--- config.mk ---
export PLATFORM = sky130hd
export DESIGN_NAME = supply_guard
export DESIGN_NICKNAME = d
export VERILOG_FILES = /design/src/rtl/supply_guard_pkg.sv /design/src/rtl/supply_guard_filt.sv /design/src/rtl/supply_guard_ctrl.sv /design/src/rtl/supply_guard_dp.sv /design/src/rtl/supply_guard.sv
export SDC_FILE = /design/constraint.sdc
export NUM_CORES = 1
export LEC_CHECK = 0
export BUFFER_PORTS_ARGS = -buffer_cell sky130_fd_sc_hd__buf_2
export CAP_MARGIN = 20
export CORE_MARGIN = 8
export CORE_UTILIZATION = 41
export CTS_CLUSTER_SIZE = 40
export DETAILED_ROUTE_END_ITERATION = 10
export GPL_ROUTABILITY_DRIVEN = 0
export PLACE_DENSITY_LB_ADDON = 0.15
export RECOVER_POWER = 50
export SKIP_LAST_GASP = 1
export SLEW_MARGIN = 10
export SYNTH_ARGS = -nofsm -noshare
export SYNTH_HDL_FRONTEND = slang
export SYNTH_HIERARCHICAL = 1
export SYNTH_SLANG_ARGS = --single-unit
export TNS_END_PERCENT = 20
--- constraint.sdc ---
create_clock -name clk -period 1.85 [get_ports clk]
set_input_delay 0.37 -clock clk [delete_from_list [all_inputs] [get_ports clk]]
set_output_delay 0.37 -clock clk [all_outputs]
set_load 0.005 [all_outputs]
--- src/rtl/supply_guard_pkg.sv ---
package supply_guard_pkg;
  typedef enum logic [1:0] {
    ST_NORMAL  = 2'd0,
    ST_DESEL   = 2'd1,
    ST_BATT    = 2'd2,
    ST_RECOVER = 2'd3
  } guard_state_t;

  typedef struct packed {
    logic accessEn;
    logic battSel;
  } guard_strobe_t;
endpackage

--- src/rtl/supply_guard_filt.sv ---
module supply_guard_filt #(
  parameter int unsigned LEN     = 4,
  parameter bit          RST_VAL = 1'b0
) (
  input  logic clk,
  input  logic rstN,
  input  logic rawIn,
  output logic stableOut
);
  localparam int unsigned CW = $clog2(LEN + 1);

  logic [CW-1:0] runCnt;

  always_ff @(posedge clk or negedge rstN) begin
    if (!rstN) begin
      stableOut <= RST_VAL;
      runCnt    <= '0;
    end else if (rawIn != stableOut) begin
      if (runCnt == CW'(LEN - 1)) begin
        stableOut <= rawIn;
        runCnt    <= '0;
      end else begin
        runCnt <= runCnt + 1'b1;
      end
    end else begin
      runCnt <= '0;
    end
  end

  // the accepted level only moves after a full run of matching samples
  assert_filter_run_R1: assert property (@(posedge clk) disable iff (!rstN)
    !$stable(stableOut) |-> $past(runCnt) == CW'(LEN - 1));
endmodule

--- src/rtl/supply_guard_ctrl.sv ---
module supply_guard_ctrl
  import supply_guard_pkg::*;
#(
  parameter int unsigned DEB_LEN = 4,
  parameter int unsigned REC_CYC = 16
) (
  input  logic          clk,
  input  logic          rstN,
  input  logic          pfFlag,
  input  logic          soFlag,
  output guard_strobe_t strobe
);
  localparam int unsigned RCW      = $clog2(REC_CYC + 1);
  localparam int unsigned NUM_FLAG = 2;
  localparam logic [NUM_FLAG-1:0] FLAG_RST = 2'b01;

  logic [NUM_FLAG-1:0] rawFlags;
  logic [NUM_FLAG-1:0] debFlags;
  logic                pfDeb;
  logic                soDeb;
  guard_state_t        state;
  guard_state_t        nextState;
  logic [RCW-1:0]      recCnt;
  logic                recDone;

  assign rawFlags = {soFlag, pfFlag};

  for (genvar g = 0; g < NUM_FLAG; g++) begin : g_filt
    supply_guard_filt #(
      .LEN     (DEB_LEN),
      .RST_VAL (FLAG_RST[g])
    ) u_filt (
      .clk       (clk),
      .rstN      (rstN),
      .rawIn     (rawFlags[g]),
      .stableOut (debFlags[g])
    );
  end

  assign pfDeb   = debFlags[0];
  assign soDeb   = debFlags[1];
  assign recDone = (recCnt == RCW'(REC_CYC - 1));

  always_comb begin
    nextState = state;
    unique case (state)
      ST_NORMAL: begin
        if (pfDeb) nextState = soDeb ? ST_BATT : ST_DESEL;
      end
      ST_DESEL: begin
        if (soDeb)       nextState = ST_BATT;
        else if (!pfDeb) nextState = ST_RECOVER;
      end
      ST_BATT: begin
        if (!soDeb) nextState = pfDeb ? ST_DESEL : ST_RECOVER;
      end
      ST_RECOVER: begin
        if (soDeb)        nextState = ST_BATT;
        else if (pfDeb)   nextState = ST_DESEL;
        else if (recDone) nextState = ST_NORMAL;
      end
      default: nextState = ST_DESEL;
    endcase
  end

  always_ff @(posedge clk or negedge rstN) begin
    if (!rstN) begin
      state  <= ST_DESEL;
      recCnt <= '0;
    end else begin
      state <= nextState;
      if (state != ST_RECOVER || nextState != ST_RECOVER) recCnt <= '0;
      else                                                recCnt <= recCnt + 1'b1;
    end
  end

  assign strobe.accessEn = (state == ST_NORMAL) && !pfDeb;
  assign strobe.battSel  = (state == ST_BATT);

  // access opens only from the recovery state
  assert_open_via_recover_R6: assert property (@(posedge clk) disable iff (!rstN)
    (state == ST_NORMAL && $past(state) != ST_NORMAL) |-> $past(state) == ST_RECOVER);

  // a returning power-fail leaves the recovery window
  assert_recover_abort_R7: assert property (@(posedge clk) disable iff (!rstN)
    (state == ST_RECOVER && pfDeb) |=> (state == ST_DESEL || state == ST_BATT));

  // battery selection follows an accepted switchover flag
  assert_batt_follows_R4: assert property (@(posedge clk) disable iff (!rstN)
    soDeb |=> state == ST_BATT);
endmodule

--- src/rtl/supply_guard_dp.sv ---
module supply_guard_dp
  import supply_guard_pkg::*;
#(
  parameter int unsigned AW = 8,
  parameter int unsigned DW = 8
) (
  input  logic          clk,
  input  logic          rstN,
  input  guard_strobe_t strobe,
  input  logic          hostCs,
  input  logic          hostWe,
  input  logic          hostOe,
  input  logic [AW-1:0] hostAddr,
  input  logic [DW-1:0] hostWdata,
  output logic [DW-1:0] hostRdata,
  output logic          busDrive,
  input  logic [DW-1:0] memRdata,
  output logic          memCs,
  output logic          memWe,
  output logic [AW-1:0] memAddr,
  output logic [DW-1:0] memWdata
);
  logic [AW-1:0] heldAddr;
  logic [DW-1:0] heldData;

  always_ff @(posedge clk or negedge rstN) begin
    if (!rstN) begin
      heldAddr <= '0;
      heldData <= '0;
    end else if (strobe.accessEn) begin
      heldAddr <= hostAddr;
      heldData <= hostWdata;
    end
  end

  assign memCs     = strobe.accessEn & hostCs;
  assign memWe     = strobe.accessEn & hostCs & hostWe;
  assign busDrive  = strobe.accessEn & hostCs & hostOe & ~hostWe;
  assign memAddr   = strobe.accessEn ? hostAddr  : heldAddr;
  assign memWdata  = strobe.accessEn ? hostWdata : heldData;
  assign hostRdata = busDrive ? memRdata : '0;

  // address and data stay frozen across protected cycles
  assert_addr_frozen_R3: assert property (@(posedge clk) disable iff (!rstN)
    (!strobe.accessEn && $past(!strobe.accessEn)) |-> ($stable(memAddr) && $stable(memWdata)));

  // the cut write keeps its own address once protection starts
  assert_cut_write_addr_R10: assert property (@(posedge clk) disable iff (!rstN)
    ($past(strobe.accessEn) && !strobe.accessEn) |-> memAddr == $past(hostAddr));
endmodule

--- src/rtl/supply_guard.sv ---
module supply_guard
  import supply_guard_pkg::*;
#(
  parameter int unsigned AW      = 8,
  parameter int unsigned DW      = 8,
  parameter int unsigned DEB_LEN = 4,
  parameter int unsigned REC_CYC = 16
) (
  input  logic          clk,
  input  logic          rstN,
  input  logic          pfFlag,
  input  logic          soFlag,
  input  logic          hostCs,
  input  logic          hostWe,
  input  logic          hostOe,
  input  logic [AW-1:0] hostAddr,
  input  logic [DW-1:0] hostWdata,
  output logic [DW-1:0] hostRdata,
  output logic          busDrive,
  input  logic [DW-1:0] memRdata,
  output logic          memCs,
  output logic          memWe,
  output logic [AW-1:0] memAddr,
  output logic [DW-1:0] memWdata,
  output logic          memProtect,
  output logic          battSel
);
  guard_strobe_t strobe;

  supply_guard_ctrl #(
    .DEB_LEN (DEB_LEN),
    .REC_CYC (REC_CYC)
  ) u_ctrl (
    .clk    (clk),
    .rstN   (rstN),
    .pfFlag (pfFlag),
    .soFlag (soFlag),
    .strobe (strobe)
  );

  supply_guard_dp #(
    .AW (AW),
    .DW (DW)
  ) u_dp (
    .clk       (clk),
    .rstN      (rstN),
    .strobe    (strobe),
    .hostCs    (hostCs),
    .hostWe    (hostWe),
    .hostOe    (hostOe),
    .hostAddr  (hostAddr),
    .hostWdata (hostWdata),
    .hostRdata (hostRdata),
    .busDrive  (busDrive),
    .memRdata  (memRdata),
    .memCs     (memCs),
    .memWe     (memWe),
    .memAddr   (memAddr),
    .memWdata  (memWdata)
  );

  assign memProtect = ~strobe.accessEn;
  assign battSel    = strobe.battSel;

  // no write strobe reaches the memory while protected
  assert_no_write_protected_R2: assert property (@(posedge clk) disable iff (!rstN)
    memProtect |-> (!memWe && !memCs && !busDrive));
endmodule

==> impl_metrics.py <==
metrics = {
    "timing": {
        "fin_crit_sh": 1.08,
        "fin_crit_ps": 2000,
        "worst_pin_slew_ps": 1590,
        "setup_ws_ps": -154,
        "setup_violations": 25,
        "finClkSkew_ps": 7.81,
        "rsz0062_at_grt": "yes",
        "hold_viol": 0,
        "slew_viol_final": 32,
        "slew_headroom": -0.0630,
        "max_freq_mhz": 499,
    },
    "worst_setup_path": {
        "path_class": "reg -> out",
        "end_kind": "output pin",
        "setup.worst_path.start_class": "register",
        "slowest_delay_ps": 580,
        "cp.arrival_ps": 1630,
        "cp.required_ps": 1480,
        "crit_family": "flip-flops",
        "path_max_fanout": 5,
        "path_buf_inv": 2,
        "slowest_stage": "dfstp_2",
        "cp_cell_sequence": "nor3_4, buf_4, and4b_2, and2_2, buf_2",
        "reg2reg_from": "u_ctrl/recCnt[0]",
        "startpoint": "u_ctrl/g_filt[0].u_filt/stableOut",
    },
    "grt": {
        "antenna_found_initial": 0,
        "overflow": 0,
        "grt_max_degree": 32,
        "grt_pass1_vias": 1121,
        "grtUsageTotal": 0.125,
        "grt_pass1_wl_mm": 5.15,
    },
    "logic_synthesis": {
        "yosysTopAreaCell": "dfrtp_1",
        "synth_area_per_cell_um2": 13.6,
        "syn-num-nets": 134,
        "yosysTopAreaCellShare": 0.538,
        "syn_area_mm2": 0.00135,
        "ys_seq_area_frac": 0.576,
        "syn_inst": 99,
        "ys_ff_latch": 31,
        "synthDistinctLibCells": 23,
        "synthTopCellsByArea": "dfrtp_1 54%, mux2_2 15%, dfstp_2 3.9%, ha_1 3.7%, and2_2 3.3%",
        "ys_warn_count": 6,
    },
    "final_layout": {
        "regArea_um2": 778,
        "final_util": 0.570,
        "n_antenna_cell": 0,
        "fin_nets": 208,
        "stdcell_area_mm2": 0.00186,
        "fillers": 305,
        "multi_input_area_um2": 558,
        "final_common_cell": "buf_2",
        "drive_gt1_frac": 0.609,
        "area_delta_synth_final_pct": 37.5,
        "layout_common_cells": "54 x buf_2, 29 x dfrtp_1, 14 x mux2_2, 9 x buf_4",
    },
    "outcome": {
        "failed_checks": "capacitance limit, slew limit, setup timing",
        "outcome": "finished, violations left",
    },
    "die": {
        "dieArea_mm2": 0.00538,
        "die_width_um": 73.4,
        "num_io_pins": 60,
        "start_util": 0.414,
        "core_mm2": 0.00326,
        "rows": 21,
        "die_h_um": 73.4,
    },
    "clock_network": {
        "numCtsBuffers": 5,
        "clock_latency_ps": 310,
        "h-tree-depth": 2,
        "clk_pin_slew_ps": 90,
        "cts_tree": "built",
        "clock_sinks": 31,
        "cts.path.max_buffers": 2,
        "root_buffer": "clkbuf_4",
    },
    "power_and_ir_drop": {
        "power_density_mw_per_mm2": 1390,
        "comb_power_share": 0.442,
        "swShare": 0.307,
        "ir_drop_uv": 713,
        "clock_power_share": 0.137,
        "p_seq_frac": 0.421,
        "leakage_nw": 0.942,
        "intPower_mw": 1.79,
        "p_switching_uw": 792,
    },
    "routing": {
        "via_per_inst": 4.62,
        "drtIter0Drc": 12,
        "drc_errors": 0,
        "routed_wl_mm": 3.06,
        "dr.pass1.iters": 3,
        "drtAntennaViolNets": 0,
        "avgRoutedWirePerCell_um": 13.9,
        "vias": 1016,
    },
    "min_path": {
        "worstHoldStart": "hostWdata[1]",
        "hold_class": "in -> reg",
    },
    "job": {
        "maxCapViolCount": 1,
    },
    "placed_design": {
        "place_area_mm2": 0.00170,
        "io_buffers": 59,
        "dp_hpwl_mm": 2.33,
    },
}
==> power groups by stage <==
stage / Combinational [mW] / Clock [mW] / Sequential, mW
after global placement: 0.887 / 0 / 1.09
final: 1.14 / 0.353 / 1.09
after CTS: 1.17 / 0.374 / 1.09
after detailed placement: 0.934 / 0 / 1.12
after global routing: 1.27 / 0.409 / 1.12
after floorplan: 0.553 / 0 / 1.07
==> final timing paths <==
check	end	slack, ps	depth (start not counted)
worst max-delay path	hostRdata[1]	-150	5
worst min-delay path	u_dp/heldData[1]	300	2
worst max register to register	u_ctrl/recCnt[2]	330	6
worst min register to register	u_ctrl/g_filt[1].u_filt/runCnt[0]	450	1
max in group asynchronous	u_ctrl/recCnt[3]	480	1
min in group asynchronous	u_dp/heldData[6]	440	1
==> sequential cells by signal, summed over array words and instances (netlist names) <==
name and cells:
u_ctrl/g_filt.u_filt/stableOut 2, u_dp/heldAddr 8, u_dp/heldData 8, u_ctrl/recCnt 5, u_ctrl/state 2, u_ctrl/g_filt.u_filt/runCnt 6
==> synthesized netlist by cell type <==
cell	count
clkbuf_8	1
nand3_1	2
and2_1	3
nor3_1	3
nor3b_1	4
and2_2	6
mux2_2	18
buf_6	2
dfrtp_1	29
dfstp_2	2
and4b_1	1
nor2b_1	1
xor2_1	1
nor2_1	6
ha_1	4
nand3_2	1
nor2b_4	2
nor3_2	1
o21ai_0	1
and3_1	2
a21oi_1	2
inv_1	4
xnor2_1	3
==> final cells by class <==
type	instances	share of cell area
clock buffers	7	0.0243
repair buffers	69	0.214
inverters	4	0.00809
well taps	46	0.0310
multi-input cells	62	0.301
flip-flops and latches	31	0.419
clock inverters	1	0.00270
==> cells by family (layout without fill, tap and decap cells) <==
group	Yosys count	count (layout)	synth area share
xor+xnor	4	4	0.0260
compound gates	3	3	0.0111
simple gates	32	33	0.161
flops	31	31	0.576
fa+ha+maj	4	4	0.0371
buf+inv	7	81	0.0380
mux	18	18	0.150
==> routing by layer <==
| metal | vias up | share of wire | wire length [um] | global-route usage |
|---|---|---|---|---|
| li1 | 486 | - | - | - |
| met1 | 490 | 0.37 | 1120 | 0.126 |
| met2 | 38 | 0.51 | 1560 | 0.214 |
| met3 | 2 | 0.12 | 357 | 0.0600 |
| met4 | 0 | 0.0065 | 20 | 0.0532 |
| met5 | - | 0 | 0 | 0 |
==> repair_timing <==
action                                  in CTS  in global routing
pin swaps                                    1                  0
setup buffers                                5                  0
resized for setup                           12                  0
hold buffers                                 0                  0
endpoints found under the setup margin      26                 26
cloned                                       2                  0
==> through the flow <==
step	power (mW)	setup TNS, ps	std cells	hold WS [ps]	worst slack [ps]
3_5_place_dp	2.05	0	205	437	100
2_1_floorplan	1.62	0	99	74.4	78.3
4_1_cts	2.64	-3850	220	95.1	-186
6_report	2.58	-3030	220	298	-154
5_1_grt	2.80	-5550	220	273	-258
3_3_place_gp	1.98	0	205	429	150
Note: power is estimated with default switching activity, not from simulation.
